===== src/rtl/wgc_pkg.sv =====
package wgc_pkg;

  localparam int unsigned WGC_EXP_W = 8;
  localparam int unsigned WGC_MAN_W = 23;
  localparam int unsigned WGC_PAR_W = 4;

  // Codeword position of protected bit idx: the idx-th position that is not a power of two.
  function automatic int unsigned wgc_pos_of(int unsigned idx);
    int unsigned seen;
    int unsigned res;
    seen = 0;
    res  = 0;
    for (int unsigned p = 1; p < 64; p++) begin
      if ((p & (p - 1)) != 0) begin
        if (seen == idx && res == 0) res = p;
        seen++;
      end
    end
    return res;
  endfunction

endpackage


===== src/rtl/wgc_rst_sync.sv =====
module wgc_rst_sync (
  input  logic clk,
  input  logic rst_n_i,
  output logic rst_n_o
);

  logic [1:0] sync_q;

  always_ff @(posedge clk or negedge rst_n_i) begin
    if (!rst_n_i) sync_q <= 2'b00;
    else          sync_q <= {sync_q[0], 1'b1};
  end

  assign rst_n_o = sync_q[1];

endmodule


===== src/rtl/wgc_check_gen.sv =====
module wgc_check_gen #(
  parameter int unsigned PROT_W = 9,
  parameter int unsigned PAR_W  = 4
) (
  input  logic [PROT_W-1:0] prot_i,
  output logic [PAR_W-1:0]  chk_o
);
  import wgc_pkg::*;

  always_comb begin
    chk_o = '0;
    for (int unsigned k = 0; k < PAR_W; k++) begin
      for (int unsigned i = 0; i < PROT_W; i++) begin
        if (((wgc_pos_of(i) >> k) & 1) != 0) chk_o[k] = chk_o[k] ^ prot_i[i];
      end
    end
  end

endmodule


===== src/rtl/wgc_decode.sv =====
module wgc_decode #(
  parameter int unsigned EXP_W = 8,
  parameter int unsigned MAN_W = 23,
  parameter int unsigned PAR_W = 4
) (
  input  logic [EXP_W+MAN_W:0] word_i,
  input  logic                 code_en_i,
  output logic [EXP_W+MAN_W:0] word_o,
  output logic                 corr_o,
  output logic                 uncorr_o
);
  import wgc_pkg::*;

  localparam int unsigned WORD_W = 1 + EXP_W + MAN_W;
  localparam int unsigned PROT_W = EXP_W + 1;
  localparam int unsigned CODE_N = PROT_W + PAR_W;

  logic [PROT_W-1:0] prot;
  logic [PROT_W-1:0] flip;
  logic [PAR_W-1:0]  recalc;
  logic [PAR_W-1:0]  syn;
  logic              beyond;

  assign prot = word_i[WORD_W-1:MAN_W];

  wgc_check_gen #(.PROT_W(PROT_W), .PAR_W(PAR_W)) u_recalc (
    .prot_i (prot),
    .chk_o  (recalc)
  );

  assign syn    = recalc ^ word_i[PAR_W-1:0];
  assign beyond = 32'(syn) > CODE_N;

  always_comb begin
    for (int unsigned i = 0; i < PROT_W; i++) begin
      flip[i] = (32'(syn) == wgc_pos_of(i));
    end
  end

  always_comb begin
    if (code_en_i) begin
      word_o   = {prot ^ flip, word_i[MAN_W-1:PAR_W], {PAR_W{1'b0}}};
      corr_o   = (syn != '0) && !beyond;
      uncorr_o = beyond;
    end else begin
      word_o   = word_i;
      corr_o   = 1'b0;
      uncorr_o = 1'b0;
    end
  end

endmodule


===== src/rtl/wgc_range_filter.sv =====
module wgc_range_filter #(
  parameter int unsigned EXP_W = 8,
  parameter int unsigned MAN_W = 23
) (
  input  logic [EXP_W+MAN_W:0] val_i,
  input  logic [EXP_W+MAN_W:0] lo_i,
  input  logic [EXP_W+MAN_W:0] hi_i,
  input  logic                 en_i,
  output logic [EXP_W+MAN_W:0] val_o,
  output logic                 hit_o
);

  localparam int unsigned WORD_W = 1 + EXP_W + MAN_W;

  // Map a sign-magnitude float onto an unsigned key with the same order.
  function automatic logic [WORD_W-1:0] order_key(logic [WORD_W-1:0] v);
    return v[WORD_W-1] ? ~v : {1'b1, v[WORD_W-2:0]};
  endfunction

  logic [WORD_W-1:0] k_val;
  logic [WORD_W-1:0] k_lo;
  logic [WORD_W-1:0] k_hi;
  logic              exp_full;

  assign k_val    = order_key(val_i);
  assign k_lo     = order_key(lo_i);
  assign k_hi     = order_key(hi_i);
  assign exp_full = &val_i[WORD_W-2:MAN_W];

  always_comb begin
    hit_o = en_i && (exp_full || (k_val < k_lo) || (k_val > k_hi));
    val_o = hit_o ? '0 : val_i;
  end

endmodule


===== src/rtl/wgc_top.sv =====
module wgc_top #(
  parameter int unsigned EXP_W = wgc_pkg::WGC_EXP_W,
  parameter int unsigned MAN_W = wgc_pkg::WGC_MAN_W,
  parameter int unsigned PAR_W = wgc_pkg::WGC_PAR_W
) (
  input  logic                 clk,
  input  logic                 rst_n,
  input  logic                 code_en,
  input  logic                 filt_en,
  input  logic [EXP_W+MAN_W:0] bound_lo,
  input  logic [EXP_W+MAN_W:0] bound_hi,
  input  logic [EXP_W+MAN_W:0] wr_weight,
  output logic [EXP_W+MAN_W:0] wr_word,
  input  logic                 rd_valid_in,
  input  logic [EXP_W+MAN_W:0] rd_word,
  output logic                 rd_valid_out,
  output logic [EXP_W+MAN_W:0] rd_weight,
  output logic                 rd_corrected,
  output logic                 rd_uncorrectable,
  output logic                 rd_filtered
);

  localparam int unsigned WORD_W = 1 + EXP_W + MAN_W;
  localparam int unsigned PROT_W = EXP_W + 1;

  logic rst_sync_n;

  wgc_rst_sync u_rst (
    .clk     (clk),
    .rst_n_i (rst_n),
    .rst_n_o (rst_sync_n)
  );

  // Write path
  logic [PAR_W-1:0] wr_chk;

  wgc_check_gen #(.PROT_W(PROT_W), .PAR_W(PAR_W)) u_wr_chk (
    .prot_i (wr_weight[WORD_W-1:MAN_W]),
    .chk_o  (wr_chk)
  );

  assign wr_word = code_en ? {wr_weight[WORD_W-1:PAR_W], wr_chk} : wr_weight;

  // Read stage 1: decode and correct
  logic [WORD_W-1:0] dec_word;
  logic              dec_corr;
  logic              dec_uncorr;

  wgc_decode #(.EXP_W(EXP_W), .MAN_W(MAN_W), .PAR_W(PAR_W)) u_dec (
    .word_i    (rd_word),
    .code_en_i (code_en),
    .word_o    (dec_word),
    .corr_o    (dec_corr),
    .uncorr_o  (dec_uncorr)
  );

  logic              s1_valid_q, s1_valid_d;
  logic [WORD_W-1:0] s1_word_q;
  logic              s1_corr_q, s1_uncorr_q;
  logic              s1_load;

  assign s1_valid_d = rd_valid_in;
  assign s1_load    = rd_valid_in;

  always_ff @(posedge clk or negedge rst_sync_n) begin
    if (!rst_sync_n) s1_valid_q <= 1'b0;
    else             s1_valid_q <= s1_valid_d;
  end

  always_ff @(posedge clk) begin
    if (s1_load) begin
      s1_word_q   <= dec_word;
      s1_corr_q   <= dec_corr;
      s1_uncorr_q <= dec_uncorr;
    end
  end

  // Read stage 2: outlier filter
  logic [WORD_W-1:0] flt_word;
  logic              flt_hit;

  wgc_range_filter #(.EXP_W(EXP_W), .MAN_W(MAN_W)) u_flt (
    .val_i (s1_word_q),
    .lo_i  (bound_lo),
    .hi_i  (bound_hi),
    .en_i  (filt_en),
    .val_o (flt_word),
    .hit_o (flt_hit)
  );

  logic              s2_valid_q, s2_valid_d;
  logic [WORD_W-1:0] s2_word_q;
  logic              s2_corr_q, s2_uncorr_q, s2_hit_q;
  logic              s2_load;

  assign s2_valid_d = s1_valid_q;
  assign s2_load    = s1_valid_q;

  always_ff @(posedge clk or negedge rst_sync_n) begin
    if (!rst_sync_n) s2_valid_q <= 1'b0;
    else             s2_valid_q <= s2_valid_d;
  end

  always_ff @(posedge clk) begin
    if (s2_load) begin
      s2_word_q   <= flt_word;
      s2_corr_q   <= s1_corr_q;
      s2_uncorr_q <= s1_uncorr_q;
      s2_hit_q    <= flt_hit;
    end
  end

  assign rd_valid_out     = s2_valid_q;
  assign rd_weight        = s2_word_q;
  assign rd_corrected     = s2_corr_q;
  assign rd_uncorrectable = s2_uncorr_q;
  assign rd_filtered      = s2_hit_q;

endmodule


===== config.mk =====
export PLATFORM = sky130hd
export DESIGN_NAME = wgc_top
export DESIGN_NICKNAME = d
export VERILOG_FILES = /design/src/rtl/wgc_pkg.sv /design/src/rtl/wgc_rst_sync.sv /design/src/rtl/wgc_check_gen.sv /design/src/rtl/wgc_decode.sv /design/src/rtl/wgc_range_filter.sv /design/src/rtl/wgc_top.sv
export SDC_FILE = /design/constraint.sdc
export NUM_CORES = 1
export LEC_CHECK = 0
export ABC_AREA = 1
export BUFFER_PORTS_ARGS = -buffer_cell sky130_fd_sc_hd__buf_2
export CORE_UTILIZATION = 47
export CTS_BUF_LIST = sky130_fd_sc_hd__clkbuf_4 sky130_fd_sc_hd__clkbuf_8 sky130_fd_sc_hd__clkbuf_16
export DETAILED_ROUTE_END_ITERATION = 6
export GPL_ROUTABILITY_DRIVEN = 0
export GPL_TIMING_DRIVEN = 0
export PLACE_DENSITY = 0.88
export SKIP_LAST_GASP = 1
export SYNTH_ARGS = -nofsm -noshare
export SYNTH_HDL_FRONTEND = slang
export SYNTH_HIERARCHICAL = 1
export SYNTH_SLANG_ARGS = --single-unit
export TNS_END_PERCENT = 30

===== constraint.sdc =====
create_clock -name clk -period 0.8 [get_ports clk]
set_input_delay 0.08 -clock clk [delete_from_list [all_inputs] [get_ports clk]]
set_output_delay 0.08 -clock clk [all_outputs]
set_load 0.02 [all_outputs]

# ---- Yosys cells after proc, flatten, opt, wreduce, memory -nomap -nowiden
# Cells that the tools add are included.
dict set report word_totals {
  regBits 73
  in_bits 133
}
dict set report op_classes {
  order_cmp 3
  n_eq_ne 9
  mux 5
  bitwise 39
  n_reduce_logical 7
}
# operator n
set op_table {}
lappend op_table {{32-bit 2-to-1 mux} 4}
lappend op_table {{32-bit inverter} 3}
lappend op_table {{1-bit XOR} 34}
lappend op_table {{32-bit > comparator} 1}
lappend op_table {{32-bit < comparator} 1}
lappend op_table {{4-bit equality test, second input constant} 5}
lappend op_table {{4-bit by 3-bit equality test with 1-bit output, second input constant} 3}
lappend op_table {{9-bit XOR} 1}
lappend op_table {{8-bit AND reduction} 1}
lappend op_table {{4-bit by 2-bit equality test with 1-bit output, second input constant} 1}
lappend op_table {{4-bit > comparator, second input constant} 1}
lappend op_table {{4-bit 2-to-1 mux} 1}
lappend op_table {{4-bit nonzero test} 1}
lappend op_table {{4-bit XOR} 1}
lappend op_table {{1-bit logical AND} 2}
lappend op_table {{1-bit logical OR} 2}
lappend op_table {{1-bit zero test} 1}

# ---- Logic depth before layout (Yosys ltp)
dict set report depth {
  word_depth 9
  depth_mapped 18
}

# ---- Hierarchy
# Netlist, hierarchy kept.
# module n_inst cells_each area_per_inst_um2 seq_area_each_um2
set modules_own_cells {}
lappend modules_own_cells {wgc_range_filter 1 378 2735.1 0.0}
lappend modules_own_cells {wgc_top 1 112 2381.0 2122.0}
lappend modules_own_cells {wgc_check_gen 2 60 262.8 0.0}
lappend modules_own_cells {wgc_decode 1 102 521.8 0.0}
lappend modules_own_cells {wgc_rst_sync 1 3 53.8 50.0}

# ---- Worst setup path after synthesis
# OpenSTA, ideal clock, no wires.
dict set report synth_path {
  kind {register to register}
  start {register s1_word_q[31]}
  end {register s2_word_q[10], in the netlist rd_weight[10] (data pin)}
  setup_ns 0.144
  arrival_time_ns 2.403
  slack_ns -1.747
  stages_incl_launch_ff 14
  path_buffers 3
  synth_period_minus_slack_ns 2.547
  path_cell_list {edfxtp_1 -> buf_4 -> clkbuf_1 -> xor2_1 -> ha_1 -> nand2_1 -> nor2_1 -> nand2_1 -> nor3_2 -> nand4_1 -> a21oi_1 -> nand2_2 -> buf_6 -> a21oi_2}
}
dict set report synth_between {
  elab_chain_len 6
  elab_cells_between_ends 7
}
# item line
set synth_lines {}
lappend synth_lines {{from (decl)} wgc_top.sv:58} ;# logic [WORD_W-1:0] s1_word_q;
lappend synth_lines {{from (signal assigned)} wgc_top.sv:72} ;# s1_word_q <= dec_word;
lappend synth_lines {{32-bit inverter} wgc_range_filter.sv:17} ;# return v[WORD_W-1] ? ~v : {1'b1, v[WORD_W-2:0]};
lappend synth_lines {{32-bit 2-to-1 mux (*)} wgc_range_filter.sv:17}
lappend synth_lines {{32-bit < comparator} wgc_range_filter.sv:31} ;# hit_o = en_i && (exp_full || (k_val < k_lo) || (k_val > k_hi));
lappend synth_lines {{1-bit logical OR} wgc_range_filter.sv:31}
lappend synth_lines {{1-bit logical OR (*)} wgc_range_filter.sv:31}
lappend synth_lines {{1-bit logical AND (*)} wgc_range_filter.sv:31}
lappend synth_lines {{to (signal assigned)} wgc_top.sv:106} ;# s2_word_q <= flt_word;
lappend synth_lines {{to (decl)} wgc_top.sv:92} ;# logic [WORD_W-1:0] s2_word_q;
# Every way passes the cells marked *; elsewhere a longest branch is shown, timed or not.
# A chain may end at the register's enable or synchronous reset.

# ---- Final worst setup path
dict set report layout_path {
  start {register s1_word_q[31]}
  end {register s2_word_q[29], in the netlist rd_weight[29] (data pin)}
}
# The elaborated chain is that of the path after synthesis.

==> results.yml <==
logic_synthesis:
  synth_warnings: 6
  yosysSeqAreaShare_pct: 34.94
  synthCells: 715
  synth-seq-cells: 73
  synth_cell_types: 34
  yosys.area.top_type_share_pct: 33.33
  syn_nets: 911
  synth_top_area_cell: "edfxtp_1"
  netlist_area_um2: 6217
  syn_area_per_cell_um2: 8.695
  synthTopCellsByArea: "edfxtp_1, ha_1, nand2_1"
clock_tree:
  root_buffer: "clkbuf_16"
  clk_pin_slew_worst_paths_ns: 0.06
  cts_buffers: 9
  clkSinkCount: 73
  clk_latency_ns: 0.34
  cts_tree: "done"
  cts.path.max_buffers: 2
  htree_levels: 3
routing:
  vias_per_cell: 5.016
  ant_nets: 0
  firstDrtPassIters: 7
  first_iter_violations: 343
  wl_per_cell_um: 15.40
  drc_errors: 0
  totalWireLength_mm: 16.95
  routed-via-count: 5523
placed_design:
  port_buffers: 161
  post-place-ws_ns: -2.074
  dp_cells: 1048
  hpwl_mm: 11.42
global_routing:
  grt_pass1_wl_mm: 23.83
  grt_use_total_pct: 22.98
  antenna_found_initial: 0
  grt_max_degree: 36
  grt_pass1_vias: 5178
  overflow: 0
layout:
  multiInputGateArea_um2: 3727
  final_common_cell: "buf_2"
  regArea_um2: 2176
  fin_nets: 1119
  fillers: 969
  area_delta_synth_final_pct: 38.44
  stdcell_count: 1101
  layout-drive-gt1-share_pct: 43.00
  mostFrequentLayoutCells: "buf_2, nand2_1, edfxtp_1"
floorplanning:
  core_area_um2: 12770
  die_w_um: 117.0
  die_h_um: 117.0
  num_rows: 41
  initial_utilization_pct: 48.67
  ios: 201
  die_area_um2: 13690
timing:
  final_hold_viol_count: 0
  drv_slew: 0
  rsz0062_at_grt: "yes"
  tightest_slew_ns: 0.8752
  max_clock_freq_mhz: 365.3
  fin_crit_sh_pct: 342.2
  setup_viol: 132
  postLayoutSetupSlackWorst_ns: -1.937
  relSlewSlack_pct: 41.65
  skew_ns: 0.01016
  layout_min_cycle_time_ns: 2.737
setup_path:
  critical_path_class: "register to register"
  arrival_ns: 2.92
  worstPathRequired_ns: 0.99
  endpoint_kind: "register"
  worst-path-max-fanout: 10
  start_kind: "register"
pwr:
  power.density_nw_per_um2: 1672
  p_leak_nw: 4.096
  vdd_drop_max_mv: 1.146
hold_path:
  hp-class: "register to async pin"
job:
  cap_violations: 0
outcome:
  outcome: "finished with violations"
  violations: "setup timing"
-- worst paths after layout --
check	end	from	slack, ns	cells after the start
worst max-delay path	rd_weight[29]$_DFFE_PP_	s1_word_q[31]$_DFFE_PP_	-1.94	13
worst min-delay path	rd_valid_out$_DFF_PN0_	u_rst/sync_q[1]$_DFF_PN0_	0.02	0
worst max register to register	rd_weight[29]$_DFFE_PP_	s1_word_q[31]$_DFFE_PP_	-1.94	13
worst min register to register	rd_valid_out$_DFF_PN0_	u_rst/sync_q[1]$_DFF_PN0_	0.02	0
max in group asynchronous	u_rst/sync_q[0]$_DFF_PN0_	rst_n	0.63	2
min in group clk	s1_word_q[27]$_DFFE_PP_	rd_word[27]	0.05	3
-- through the flow --
step / area (µm²) / util [%] / total power [mW] / hold WS [ns] / setup TNS, ns
after global placement: 7284 / 57.03 / 9.572 / -0.1341 / -123.11
after detailed placement: 7286 / 57.04 / 9.755 / -0.1265 / -108.10
after global routing: 8605 / 67.36 / 15.22 / 0.04267 / -85.62
after CTS: 7881 / 61.70 / 13.67 / 0.02881 / -74.69
final: 8607 / 67.38 / 14.40 / 0.02312 / -77.28
after floorplan: 6264 / - / 8.387 / -0.2156 / -75.32
-- synthesized netlist by cell type --
cell type / n
o21ai_1: 5
nor4_1: 1
o21a_1: 2
nand3_2: 1
buf_6: 3
nand2_2: 6
a21oi_1: 35
nand3b_1: 13
a211oi_1: 1
buf_2: 6
nor2_4: 1
xnor2_1: 66
nor3_1: 3
xor2_1: 31
clkbuf_1: 6
edfxtp_1: 69
nand3_1: 22
nor3_2: 1
o21ai_0: 8
o21bai_1: 2
a21oi_2: 30
nand2_1: 169
conb_1: 1
a21boi_0: 1
o211ai_1: 3
inv_1: 67
nor2_2: 1
dfrtp_1: 4
nor2_1: 23
buf_4: 49
ha_1: 63
inv_2: 11
nand4_1: 8
buf_1: 3
-- critical path, stage by stage (launching register included) --
cell and delay (ns):
edfxtp_1 0.38, buf_6 0.15, buf_8 0.17, xor2_2 0.19
ha_1 0.34, nand2_2 0.08, inv_1 0.05, nand4_1 0.17
nor3_2 0.21, nand4_1 0.16, a21oi_2 0.22, nand2_2 0.14
buf_6 0.19, a21oi_2 0.12
-- layout make-up --
class | count | share of cell area, %
clock inverters | 7 | 0.5524
diodes | 1 | 0.02907
plain buffers | 67 | 5.931
multi-input cells | 497 | 43.31
clock buffers | 9 | 2.617
repair buffers | 197 | 15.31
well taps | 172 | 2.500
flip-flops and latches | 73 | 25.28
inverters | 78 | 4.477
-- per-layer routing --
layer / part of all wire [%] / global-route usage (%)
met5: 0 / 0
met4: 3.0 / 10.38
met3: 4.8 / 3.502
met2: 53 / 41.46
met1: 39 / 26.94
-- report_power, final --
group          switching, mW  internal [mW]  total [mW]  leakage, nW
clock network           1.55           2.09        3.64        0.133
registers              0.169           4.61        4.78        0.733
logic                   3.44           2.54        5.97         3.23
-- repair_timing --
action / 4_1_cts / 5_1_grt
setup endpoints to repair: 120 / 154
buffers inserted: 6 / 9
hold buffers: 20 / 0
hold endpoints to repair: 21 / 0
cloned: 1 / 0
resized for setup: 8 / 206
pin swaps: 4 / 56
-- kinds of logic (layout without fill, tap and decap cells) --
| group | count (synthesis) | in the layout | share of synthesized area, % |
|---|---|---|---|
| buf+inv | 145 | 358 | 12.20 |
| simple gates | 249 | 249 | 17.29 |
| compound gates | 87 | 87 | 9.177 |
| flops | 73 | 73 | 34.94 |
| xor+xnor | 97 | 97 | 13.66 |
| fa+ha+maj | 63 | 63 | 12.68 |
| other cells | 1 | 2 | 0.06032 |
-- registers in the layout, indices dropped and copies added (netlist names) --
register	flops
rd_corrected	1
rd_filtered	1
rd_uncorrectable	1
rd_valid_out	1
rd_weight	32
s1_corr_q	1
s1_uncorr_q	1
s1_valid_q	1
s1_word_q	32
u_rst/sync_q	2
(Power assumes the default switching activity.)
